==> src/rtl/lpbk_pkg.sv <==
`timescale 1ns/1ps
package lpbk_pkg;
  typedef enum logic [1:0] {
    LINE_FROM_SYS   = 2'd0,
    LINE_FROM_RECOV = 2'd1,
    LINE_FROM_ONES  = 2'd2
  } lineSrc_e;

  typedef enum logic [1:0] {
    SYS_FROM_LINEIN  = 2'd0,
    SYS_FROM_TX      = 2'd1,
    SYS_FROM_LINEOUT = 2'd2
  } sysSrc_e;

  typedef struct packed {
    lineSrc_e lineSrc;
    sysSrc_e  sysSrc;
  } steer_t;

  typedef struct packed {
    logic clk;
    logic pos;
    logic neg;
  } rail_t;
endpackage

==> src/rtl/lpbk_stuck_det.sv <==
`timescale 1ns/1ps
module lpbk_stuck_det #(
  parameter int STUCK_LIMIT = 16
) (
  input  logic clk,
  input  logic rstN,
  input  logic level,
  output logic stuck
);
  localparam int CW = $clog2(STUCK_LIMIT + 1);
  localparam logic [CW-1:0] SAT = CW'(STUCK_LIMIT);

  logic [CW-1:0] runCnt;

  // Count consecutive high samples; saturate, clear on any low sample.
  always_ff @(posedge clk or negedge rstN) begin
    if (!rstN)            runCnt <= '0;
    else if (!level)      runCnt <= '0;
    else if (runCnt != SAT) runCnt <= runCnt + 1'b1;
  end

  // The current sample is the (STUCK_LIMIT+1)-th high one or later.
  assign stuck = level && (runCnt == SAT);
endmodule

==> src/rtl/lpbk_ctrl.sv <==
`timescale 1ns/1ps
module lpbk_ctrl
  import lpbk_pkg::*;
#(
  parameter int STUCK_LIMIT = 16
) (
  input  logic   clk,
  input  logic   rstN,
  input  logic   swMode,
  input  logic   loopPin,
  input  logic   cfgAnalog,
  input  logic   cfgDigital,
  input  logic   cfgRemote,
  input  logic   cfgAllOnes,
  input  logic   cfgAutoOnes,
  input  logic   losIn,
  input  logic   txClk,
  output steer_t steer
);
  logic hwStuck;
  logic onesReq, remoteReq, analogReq, digitalReq;

  lpbk_stuck_det #(.STUCK_LIMIT(STUCK_LIMIT)) stuck_i (
    .clk  (clk),
    .rstN (rstN),
    .level(txClk),
    .stuck(hwStuck)
  );

  always_comb begin
    onesReq    = swMode ? (cfgAllOnes | (cfgAutoOnes & losIn)) : hwStuck;
    remoteReq  = swMode & cfgRemote;
    analogReq  = swMode ? cfgAnalog : loopPin;
    digitalReq = swMode & cfgDigital & ~onesReq;
  end

  // Fixed priority: all-ones, remote, analog, digital.
  always_comb begin
    steer.lineSrc = LINE_FROM_SYS;
    steer.sysSrc  = SYS_FROM_LINEIN;
    if (onesReq) begin
      steer.lineSrc = LINE_FROM_ONES;
    end else if (remoteReq) begin
      steer.lineSrc = LINE_FROM_RECOV;
    end else if (analogReq) begin
      steer.sysSrc  = SYS_FROM_LINEOUT;
    end else if (digitalReq) begin
      steer.sysSrc  = SYS_FROM_TX;
    end
  end
endmodule

==> src/rtl/lpbk_datapath.sv <==
`timescale 1ns/1ps
module lpbk_datapath
  import lpbk_pkg::*;
(
  input  logic   clk,
  input  logic   rstN,
  input  steer_t steer,
  input  rail_t  txIn,
  input  rail_t  rxIn,
  output rail_t  lineOut,
  output rail_t  sysOut
);
  logic  markPhase;
  rail_t lineNext;
  rail_t sysNext;

  always_comb begin
    case (steer.lineSrc)
      LINE_FROM_RECOV: lineNext = rxIn;
      LINE_FROM_ONES:  lineNext = '{clk: markPhase, pos: ~markPhase, neg: markPhase};
      default:         lineNext = txIn;
    endcase
  end

  always_comb begin
    case (steer.sysSrc)
      SYS_FROM_TX:      sysNext = txIn;
      SYS_FROM_LINEOUT: sysNext = lineOut;
      default:          sysNext = rxIn;
    endcase
  end

  always_ff @(posedge clk or negedge rstN) begin
    if (!rstN) begin
      markPhase <= 1'b0;
      lineOut   <= '0;
      sysOut    <= '0;
    end else begin
      markPhase <= (steer.lineSrc == LINE_FROM_ONES) ? ~markPhase : 1'b0;
      lineOut   <= lineNext;
      sysOut    <= sysNext;
    end
  end
endmodule

==> src/rtl/lpbk_ctrl_top.sv <==
`timescale 1ns/1ps
module lpbk_ctrl_top
  import lpbk_pkg::*;
#(
  parameter int STUCK_LIMIT = 16
) (
  input  logic mclk,
  input  logic rstN,
  input  logic swMode,
  input  logic loopPin,
  input  logic cfgAnalog,
  input  logic cfgDigital,
  input  logic cfgRemote,
  input  logic cfgAllOnes,
  input  logic cfgAutoOnes,
  input  logic losIn,
  input  logic txClk,
  input  logic txPos,
  input  logic txNeg,
  input  logic rxClk,
  input  logic rxPos,
  input  logic rxNeg,
  output logic lineTxClk,
  output logic lineTxPos,
  output logic lineTxNeg,
  output logic sysRxClk,
  output logic sysRxPos,
  output logic sysRxNeg
);
  steer_t steerBus;
  rail_t  txRail, rxRail, lineRail, sysRail;

  assign txRail = '{clk: txClk, pos: txPos, neg: txNeg};
  assign rxRail = '{clk: rxClk, pos: rxPos, neg: rxNeg};

  lpbk_ctrl #(.STUCK_LIMIT(STUCK_LIMIT)) ctrl_i (
    .clk        (mclk),
    .rstN       (rstN),
    .swMode     (swMode),
    .loopPin    (loopPin),
    .cfgAnalog  (cfgAnalog),
    .cfgDigital (cfgDigital),
    .cfgRemote  (cfgRemote),
    .cfgAllOnes (cfgAllOnes),
    .cfgAutoOnes(cfgAutoOnes),
    .losIn      (losIn),
    .txClk      (txClk),
    .steer      (steerBus)
  );

  lpbk_datapath dp_i (
    .clk    (mclk),
    .rstN   (rstN),
    .steer  (steerBus),
    .txIn   (txRail),
    .rxIn   (rxRail),
    .lineOut(lineRail),
    .sysOut (sysRail)
  );

  assign lineTxClk = lineRail.clk;
  assign lineTxPos = lineRail.pos;
  assign lineTxNeg = lineRail.neg;
  assign sysRxClk  = sysRail.clk;
  assign sysRxPos  = sysRail.pos;
  assign sysRxNeg  = sysRail.neg;
endmodule

==> config.mk <==
export PLATFORM = sky130hd
export DESIGN_NAME = lpbk_ctrl_top
export DESIGN_NICKNAME = d
export VERILOG_FILES = /design/src/rtl/lpbk_pkg.sv /design/src/rtl/lpbk_stuck_det.sv /design/src/rtl/lpbk_ctrl.sv /design/src/rtl/lpbk_datapath.sv /design/src/rtl/lpbk_ctrl_top.sv
export SDC_FILE = /design/constraint.sdc
export NUM_CORES = 1
export LEC_CHECK = 0
export BUFFER_PORTS_ARGS = -buffer_cell sky130_fd_sc_hd__buf_4
export CORE_UTILIZATION = 45
export DETAILED_ROUTE_END_ITERATION = 6
export PLACE_DENSITY_LB_ADDON = 0.2
export SYNTH_ARGS = -nofsm -noshare
export SYNTH_HDL_FRONTEND = slang
export SYNTH_SLANG_ARGS = --single-unit
export TNS_END_PERCENT = 30
==> constraint.sdc <==
create_clock -name mclk -period 2.9 [get_ports mclk]
set_input_delay 0.435 -clock mclk [delete_from_list [all_inputs] [get_ports mclk]]
set_output_delay 0.435 -clock mclk [all_outputs]
set_load 0.05 [all_outputs]
==> Word-level counts from Yosys, hierarchy flattened <==
Cells that the tools add are included.
{ "word_totals": {"register_bits": 12, "in_bits": 16, "output_inout_bits": 6, "word_cells": 37} }
{ "op_classes": {"addsub": 1, "n_eq_ne": 7, "mux": 13, "n_bitwise": 7, "reduce_logical": 1} }
{ "ops": {"columns": ["op", "n"], "rows": [
  ["one-hot mux 3 bit (2 select lines)", 2],
  ["two-way mux 5 bit", 2],
  ["two-way mux 2 bit", 4],
  ["adder 5 x 1 -> 5 bit, second input constant", 1],
  ["== test 5 bit, second input constant", 1],
  ["two-way mux 1 bit", 5],
  ["inequality test 5 bit, second input constant", 1],
  ["AND 1 bit", 4],
  ["== test 2 x 1 -> 1 bit, second input constant", 2],
  ["== test 2 bit, second input constant", 2],
  ["inequality test 2 x 1 -> 1 bit, second input constant", 1],
  ["NOT 1 bit", 2],
  ["logical AND 1 bit", 1],
  ["bitwise OR 1 bit", 1]
]} }

==> Longest topological paths before layout <==
Gate-level depths: netlist of the first run.
{ "logic_depth": {"depth_word": 11, "depth_mapped": 8, "ltp_nobuf": 8} }

==> Modules after synthesis <==
Synthesis of the first run repeated with hierarchy kept, for this count alone.
{ "unflattened": {"cells_unflattened": 71, "area_unflattened_um2": 718.2} }
{ "by_module_without_submodules": {"columns": ["module", "instances", "cells_each", "area_per_inst_um2", "seq_area_each_um2"], "rows": [
  ["lpbk_datapath", 1, 34, 357.8, 175.2],
  ["lpbk_stuck_det", 1, 28, 294.0, 125.1],
  ["lpbk_ctrl", 1, 9, 66.3, 0.0]
]} }

==> Worst setup path after synthesis of the first run <==
OpenSTA, ideal clock, no wires.
{ "synth_timing": {"path_kind": "register to register", "startpoint": "register ctrl_i.stuck_i.runCnt[0]", "endpoint": "register dp_i.sysOut[0] (netlist name)", "arrival_time_ns": 1.558, "required_ns": 2.772, "setup_slack_ns": 1.214, "stages_incl_launch_ff": 9, "n_path_buf": 0, "synth_period_minus_slack_ns": 1.686, "cell_sequence": "dfrtp_1 inv_1 ha_1 and4bb_4 a21oi_2 a22oi_1 ha_1 nand2_1 o21ai_0"} }
{ "synth_lines": {"columns": ["item", "line", "text"], "rows": [
  ["start: declaration", "lpbk_stuck_det.sv:13", "logic [CW-1:0] runCnt;"],
  ["start signal: assignment", "lpbk_stuck_det.sv:19", "else if (runCnt != SAT) runCnt <= runCnt + 1'b1;"],
  ["end signal: assignment", "lpbk_datapath.sv:41", "sysOut <= sysNext;"],
  ["end: declaration", "lpbk_datapath.sv:11", "output rail_t sysOut"]
]} }

==> metrics.cfg, run 1 <==
[clock_network]
cts_max_level=1
cts.sinks=12
clockRootBuffer=clkbuf_4
path_clk_slew_ps=90
cts_tree=done
clk_latency_ps=280
cts_buffer_depth=2
cts_buffers=3
ctsResizeCount=0

[synthesis]
synth_top_area_cell=dfrtp_1
yosysMostFrequentCell=dfrtp_1
synth_common_cells=dfrtp_1 (12), nand2_1 (6), a22oi_1 (5), nor2_1 (5)
synth-seq-cells=12
yosysTopAreaCellShare_pct=42.9
synth_async_sr_flop_share_pct=100
yosysUniqueCellTypes=29
synth_edf_count=0
syn-mean-instance-area_um2=9.99
syn_nets=90
yosys-top-cells-area=dfrtp_1 (43%), ha_1 (7.2%), a22oi_1 (5.4%)
netlist_instances=70
ys.warnings.count=0
synth_area_um2=699
synth_ff_type=dfrtp_1
ys_seq_area_share_pct=42.9

[setup_path]
worstPathRequired_ps=3060
cp_max_fo=6
start_kind=flop
end_kind=flop
critPathKind=flop to flop
critPathArrivalTime_ps=2070

[final_layout]
diodes=0
nets=117
fillCellCount=98
drive_gt1_share_pct=32.3
area.growth.synth_to_final_pct=31.8

[sta]
finalMaxSlewViolations=0
period_share_pct=65.6
final-setup-viol-count=0
rsz0062_at_grt=false
maxSlewHeadroom_pct=78.9
fin_tns_setup_ps=0
tightest_slew_ps=316
hold_viol_final=0
whs_ps=369
skew_ps=6.12
fmax_ghz=0.526
timing.final.crit_period_ps=1900

[die]
num_rows=13
dieArea_um2=1720
dieWidth_um=41.4
ioPinCount=22
core_um2=1370
die_h_um=41.4
start_util_pct=51.2

[power_and_ir_drop]
p_per_area_nw_per_um2=482
p_leak_nw=0.438
ir_drop_mv=0.297

[global_routing]
antenna_found_initial=0
grt_start_max_net_pins=13
grt_usage_pct=22.8
grt_pass1_vias=639
grt_pass1_wl_mm=2.97
overflow=0

[drt]
routed_wl_mm=1.77
first_pass_iters=4
drc=0
drtIter0Drc=13
drt-vias-per-instance=5.88
wl_per_cell_um=15.9
vias=653
detail-route-antenna-nets=0

[placed_design]
gp_congestion=0.879
numPortBuffers=21
hpwlAfterDp_mm=1.32

[run_status]
outcome=completed

[min_path]
min_path_type=input pin to flop

[flow_run]
drv_cap=0

-- cells in the final DEF, fill, tap and decap left out, drive strengths merged, types with 2 or more instances in the layout --
cell type and instances:
inv 4, buf 21, nand3 4, o21ai 4, nor3 3, dfrtp 12
a22oi 5, o211ai 3, ha 4, nand2 6, a21o 2, clkbuf 4
nand2b 2, xor2 2, a21oi 3, nor2 5
-- state kept, by name, indices dropped and copies added, names as in the netlist --
register               count
dp_i.sysOut                3
ctrl_i.stuck_i.runCnt      5
dp_i.lineOut               3
dp_i.markPhase             1
-- final timing paths --
check	start	slack [ps]	endpoint	depth (start not counted)
max	ctrl_i.stuck_i.runCnt[0]	1000	dp_i.sysOut[0]	8
min	rxClk	370	dp_i.sysOut[2]	3
max reg2reg	ctrl_i.stuck_i.runCnt[0]	1000	dp_i.sysOut[0]	8
min reg2reg	ctrl_i.stuck_i.runCnt[1]	590	ctrl_i.stuck_i.runCnt[1]	2
max in group asynchronous	rstN	2230	ctrl_i.stuck_i.runCnt[1]	2
min in group asynchronous	rstN	520	dp_i.sysOut[0]	2
-- power by group --
group / internal (mW) / switching (mW)
logic: 0.0452 / 0.0682
registers: 0.180 / 0.00987
clock network: 0.0764 / 0.0646
-- worst max-delay path, stage by stage (launching register included) --
cell      delay, ps
dfrtp_1         400
inv_1            80
ha_1            230
and4bb_4        240
a21oi_2         220
a22oi_1         100
ha_1            350
nand2_1          90
o21ai_0          80
-- stage by stage --
step	cell area [um^2]	utilization (%)	setup WS [ps]	total power [mW]	std cells
floorplan	699	-	1210	0.256	70
global placement	876	64.1	1130	0.302	106
detailed placement	876	64.1	1040	0.305	106
CTS	922	67.5	1020	0.446	111
global route	922	67.5	895	0.463	111
finish	922	67.5	999	0.444	111
-- metal layers --
metal | vias to the layer above | GRT usage, % | part of all wire, %
met1 | 315 | 27.2 | 43
met2 | 21 | 35.9 | 49
met4 | 0 | 11.0 | 1.9
li1 | 313 | - | -
met3 | 4 | 8.70 | 6.1
met5 | - | 0 | 0
-- area by class of cell --
| class | instances | area [um^2] | share of cell area (%) |
|---|---|---|---|
| Clock buffer | 4 | 36.3 | 3.93 |
| Inverter | 4 | 15.0 | 1.63 |
| Multi-Input combinational cell | 54 | 384 | 41.7 |
| Tap cell | 15 | 18.8 | 2.04 |
| Timing Repair Buffer | 22 | 168 | 18.2 |
| Sequential cell | 12 | 300 | 32.6 |
-- repair_timing --
| action | 4_1_cts | 5_1_grt |
|---|---|---|
| buffers inserted | 0 | 0 |
| hold buffers | 1 | 0 |
| endpoints found under the hold margin | 12 | 0 |
-- cell families after synthesis --
kind of cell    synth area share, %
fa+ha+maj                      7.16
xor+xnor                       3.76
simple gates                   19.7
compound gates                 21.3
flops                          42.9
mux                            3.04
buf+inv                        2.15
(Power assumes the default switching activity.)
==> run 2: changes to the inputs <==
ABC_AREA = 1   (was not set)
CORE_UTILIZATION = 43   (was 45)
clock period = 1.7 ns   (was 2.9 ns; I/O delays follow)
==> run 2 against run 1 <==
The run now ends with setup timing left. Routed wire length rose by 4.2%. Global-route usage down 2.2 points. Cell count is 32% higher. Sequential share of layout area decreased by 5.4 points. Via count up 12%. Total power grew 85%. Sequential cell count is the same. Register-to-register slack got worse by 1000 ps. Non-clock buffer count up 15. First-iteration DRC count decreased by 46%. Combinational power increased by 140%. Die area is 1.9% higher.
==> metrics.cfg, run 2 <==
[global_routing]
busiest_layer=met2
grt_use_met3_pct=3.91
overflow=0
grt_usage_pct=20.6
antenna_found_initial=0
grt_pass1_vias=686
grt_pass1_wl_mm=2.67
grt_start_max_net_pins=13
use_met2_pct=37.2
grt_util_met1_pct=22.2

[die]
die_h_um=41.8
dieArea_um2=1750
ioPinCount=22
core_um2=1490
num_rows=14
start_util_pct=45.8
dieWidth_um=41.8

[placed_design]
dp_cells=131
hpwlAfterDp_mm=1.07
gp_congestion=0.745
dpl_worst_slack_ps=-64.2
numPortBuffers=21

[synthesis]
synth_ff_type=dfrtp_1
synth-simple-area-share_pct=29.7
syn-mean-instance-area_um2=7.58
synth_top_family_by_area=simple AND/OR/NAND/NOR gates
synth_edf_count=0
yosysUniqueCellTypes=16
synth_common_cells=nand2_1 (20), dfrtp_1 (12), inv_1 (12), nand3_1 (10), nor2_1 (9)
synth_compound_area_share_pct=8.62
netlist_instances=90
synth_xor_area_share_pct=1.28
synth-seq-cells=12
ys_seq_area_share_pct=44.0
syn_nets=110
yosys-top-cells-area=dfrtp_1 (44%), nand2_1 (11%), ha_1 (7.3%)
yosysMostFrequentCell=nand2_1
yosysTopAreaCellShare_pct=44.0
synth_top_area_cell=dfrtp_1
synth-adder-area-share_pct=7.34
synth_async_sr_flop_share_pct=100
ys.warnings.count=0
muxShareOfSynthArea_pct=0
synth_area_um2=682

[setup_path]
r2r_cells=14
worstPathRequired_ps=1870
start_kind=flop
critPathArrivalTime_ps=1900
end_kind=flop
crit_chain=inv_2 > ha_4 > inv_2 > nor2_4 > nand3_2 > nand2_2 > nand2_2 > nand2_2 > nor2_4 > inv_2 > ha_4 > inv_4 > nor2_1 > a21oi_1
crit_slowest_cell=dfrtp_1
critical_path.max_stage_delay_ps=360
cp_max_fo=4
reg2reg_slack_ps=-30
critPathKind=flop to flop

[clock_network]
cts_tree=done
cts_max_level=1
cts.sinks=12
cts_buffers=3
clk_latency_ps=280
clockRootBuffer=clkbuf_4
path_clk_slew_ps=80
cts_buffer_depth=2

[final_layout]
nets=151
final_core_util_pct=74.1
largest_register_ffs=5
diodes=0
stdcell_count=146
final_common_cell=buf_4
layout_common_cells=buf_4 (36), nand2_1 (18), dfrtp_1 (12)
top_regs=ctrl_i.stuck_i.runCnt (5), dp_i.lineOut (3), dp_i.sysOut (3)
drive_gt1_share_pct=52.3
area.growth.synth_to_final_pct=61.8
regMostFlops=ctrl_i.stuck_i.runCnt

[min_path]
whs_path_depth=3
min_path_type=input pin to flop

[run_status]
outcome=complete, but fails checks
violations=setup timing

[sta]
period_share_pct=102
maxSlewHeadroom_pct=79.7
fmax_ghz=0.577
finalMaxSlewViolations=0
tightest_slew_ps=304
whs_ps=216
skew_ps=5.93
final-setup-viol-count=1
rsz0062_at_grt=true
setup_slack_ps=-34.5
hold_viol_final=0
timing.final.crit_period_ps=1730

[flow_run]
drv_cap=0

[drt]
wl_per_cell_um=12.6
vias=734
drt-vias-per-instance=5.03
drtIter0Drc=7
detail-route-antenna-nets=0
drc=0
first_pass_iters=4
routed_wl_mm=1.84

[power_and_ir_drop]
p_leak_nw=0.564
p_per_area_nw_per_um2=746
ir_drop_mv=0.382
total_power_mw=0.823

==> run 2: cell types whose count changed after synthesis, sizes merged, moves of 2 or more <==
cell	before	now
nor3	3	0
nand3	4	10
nand2b	2	0
o211ai	3	0
xor2	2	0
inv	4	15
nand2	6	22
a21oi	3	7
nor2	5	12
a22oi	5	0
a21o	2	0
==> run 2: worst max-delay path, delay by kind of cell (launching register included) <==
kind | cells | cell delay [ps]
and+or+nand+nor | 7 | 540
adders and majority gates | 2 | 450
DFF | 1 | 360
AOI/OAI and AO/OA | 1 | 60
buffers and inverters | 4 | 210
==> run 2: layout make-up <==
type | instances | area, um^2
multi-input combinational | 62 | 408
clock buffer | 4 | 36.3
fill | 112 | 385
sequential | 12 | 300
tap | 16 | 20.0
inverter | 15 | 58.8
timing repair buffer | 37 | 280
==> run 2: layer usage <==
layer | wire length (um) | up-vias
li1 | - | 364
met5 | 0 | -
met4 | 34 | 0
met3 | 65 | 4
met2 | 979 | 19
met1 | 760 | 347
==> run 2: per-stage QoR <==
step | TNS, ps | instance area, um^2
4_1_cts | -131 | 1030
5_1_grt | -388 | 1100
3_3_place_gp | -50.2 | 905
2_1_floorplan | 0 | 694
3_5_place_dp | -176 | 905
6_report | -34.5 | 1100
==> run 2: kinds of logic (layout without fill, tap and decap cells) <==
| logic type | after synthesis | in the layout |
|---|---|---|
| fa+ha+maj | 4 | 4 |
| xor+xnor | 1 | 1 |
| flops | 12 | 12 |
| simple gates | 46 | 46 |
| buf+inv | 16 | 56 |
| compound gates | 11 | 11 |
==> run 2: repair_timing <==
action | in CTS | in global routing
hold endpoints to repair | 12 | 0
hold buffers | 1 | 0
setup endpoints to repair | 3 | 8
buffers inserted | 10 | 1
pin swaps | 7 | 10
gates resized for setup | 3 | 21
==> run 2: final timing paths <==
check / from / endpoint
setup reg to reg: ctrl_i.stuck_i.runCnt[1] / dp_i.sysOut[2]
hold reg to reg: dp_i.markPhase / dp_i.markPhase
setup / recovery: ctrl_i.stuck_i.runCnt[1] / dp_i.sysOut[2]
min in group asynchronous: rstN / ctrl_i.stuck_i.runCnt[4]
max in group asynchronous: rstN / dp_i.lineOut[2]
hold / removal: txNeg / dp_i.lineOut[0]
==> run 2: power breakdown <==
group | switching [mW] | internal [mW] | total, mW
clock | 0.0999 | 0.130 | 0.230
combinational | 0.158 | 0.111 | 0.269
sequential | 0.0142 | 0.310 | 0.324
total | 0.272 | 0.551 | 0.823
==> run 3: changes to the inputs <==
CELL_PAD_IN_SITES_DETAIL_PLACEMENT = 1   (was not set)
CELL_PAD_IN_SITES_GLOBAL_PLACEMENT = 2   (was not set)
CORE_UTILIZATION = 23   (was 43)
==> run 3 against run 2 <==
The flow now finishes without violations. Sequential power barely moved. Die area rose by 82%. Global-route usage decreased by 7.6 points. Clock skew is 0.73 ps higher. Non-clock buffer count rose by 2. Register-to-register slack better by 50 ps. Critical path type unchanged.
==> metrics.cfg, run 3 (synthesis gave the netlist of run 2 again) <==
[run_status]
outcome=completed

[min_path]
min_path_type=input pin to flop

[die]
start_util_pct=24.5
core_um2=2780
num_rows=19
dieArea_um2=3190
ioPinCount=22
dieWidth_um=56.5
die_h_um=56.5

[clock_network]
clk_latency_ps=270
cts_max_level=1
path_clk_slew_ps=80
cts_buffers=3
cts_tree=done
clockRootBuffer=clkbuf_4
cts_buffer_depth=2
cts.sinks=12

[final_layout]
regMostFlops=ctrl_i.stuck_i.runCnt
largest_register_ffs=5
final_common_cell=buf_4
fillCellCount=343
drive_gt1_share_pct=55.7
nets=153
area.growth.synth_to_final_pct=67.7
diodes=0
top_regs=ctrl_i.stuck_i.runCnt (5), dp_i.lineOut (3), dp_i.sysOut (3)
stdcell_count=162
layout_common_cells=buf_4 (38), nand2_1 (15), dfrtp_1 (12)

[global_routing]
overflow=0
grt_util_met1_pct=15.3
grt_pass1_vias=746
busiest_layer=met2
grt_usage_pct=13.1
use_met2_pct=22.2
antenna_found_initial=0
grt_pass1_wl_mm=3.14
grt_use_met3_pct=1.84
grt_start_max_net_pins=13

[placed_design]
hpwlAfterDp_mm=1.43
gp_congestion=0.744
numPortBuffers=21
dpl_worst_slack_ps=-115
dp_cells=151

[setup_path]
path_common_cell=nand2_2
end_kind=flop
cp_max_fo=4
critical_path.max_stage_delay_ps=370
critPathKind=flop to flop
crit_slowest_cell=dfrtp_1
crit_chain=inv_2 > ha_4 > inv_4 > nor2_4 > nand3_2 > nand2_2 > nand2_2 > nand2_2 > nor2_4 > inv_2 > ha_4 > inv_4 > nor2_2 > a21oi_1
worstPathRequired_ps=1860
start_kind=flop
critPathArrivalTime_ps=1840

[drt]
drc=0
wl_per_cell_um=11.7
routed_wl_mm=1.89
first_pass_iters=4
drtIter0Drc=8
vias=719
drt-vias-per-instance=4.44
detail-route-antenna-nets=0

[power_and_ir_drop]
p_per_area_nw_per_um2=686
p_leak_nw=0.564
ir_drop_mv=0.370

[sta]
finalMaxSlewViolations=0
final-setup-viol-count=0
period_share_pct=99.1
setup_slack_ps=14.8
hold_viol_final=0
rsz0062_at_grt=true
whs_ps=228
maxSlewHeadroom_pct=86.7
fmax_ghz=0.593
tightest_slew_ps=199
skew_ps=6.66
timing.final.crit_period_ps=1690
fin_tns_setup_ps=0

[flow_run]
drv_cap=0

-- run 3: changes by cell type in the layout (fill, tap and decap cells not counted), sizes merged --
| cell | change |
|---|---|
| buf | +2 |
| clkbuf | -1 |
-- run 3: where the power goes --
part / internal [mW] / switching [mW]
Combinational: 0.124 / 0.163
Sequential: 0.310 / 0.0143
Clock: 0.0817 / 0.0910
Total: 0.516 / 0.268
-- run 3: critical path: cells and delay by family (launching register included) --
| family | cells | cell delay [ps] |
|---|---|---|
| AOI/OAI and AO/OA | 1 | 40 |
| adders and majority gates | 2 | 470 |
| DFF | 1 | 370 |
| buffers and inverters | 4 | 210 |
| and+or+nand+nor | 7 | 490 |
-- run 3: final timing paths --
kind / slack [ps] / depth (start not counted) / startpoint / to
worst max register to register: 10 / 14 / ctrl_i.stuck_i.runCnt[0] / dp_i.sysOut[1]
max in group asynchronous: 1180 / 2 / rstN / dp_i.markPhase
worst max-delay path: 10 / 14 / ctrl_i.stuck_i.runCnt[0] / dp_i.sysOut[1]
worst min-delay path: 230 / 3 / txPos / dp_i.lineOut[1]
worst min register to register: 550 / 3 / ctrl_i.stuck_i.runCnt[4] / ctrl_i.stuck_i.runCnt[4]
min in group asynchronous: 360 / 2 / rstN / dp_i.sysOut[2]
-- run 3: area by class of cell --
type	count	area [um^2]	area share (%)
Multi-Input combinational cell	62	425	37.2
Sequential cell	12	300	26.3
Timing Repair Buffer	39	295	25.8
Inverter	15	61.3	5.36
Tap cell	31	38.8	3.39
Clock buffer	3	22.5	1.97
-- run 3: stage by stage --
step	power (mW)	area, um^2	util [%]
detailed placement	0.561	961	34.5
finish	0.784	1140	41.1
CTS	0.782	1100	39.6
global route	0.830	1140	41.1
global placement	0.559	961	34.5
floorplan	0.458	694	-
-- run 3: what timing repair did --
action	in CTS	in global routing
setup endpoints to repair	3	7
setup buffers	6	2
hold buffers	1	0
pin swaps	8	5
hold endpoints to repair	12	0
resized for setup	20	9
-- run 3: routing by layer --
metal | wire (um) | up-vias
li1 | - | 363
met1 | 811 | 339
met2 | 982 | 15
met3 | 65 | 2
met4 | 34 | 0
met5 | 0 | -
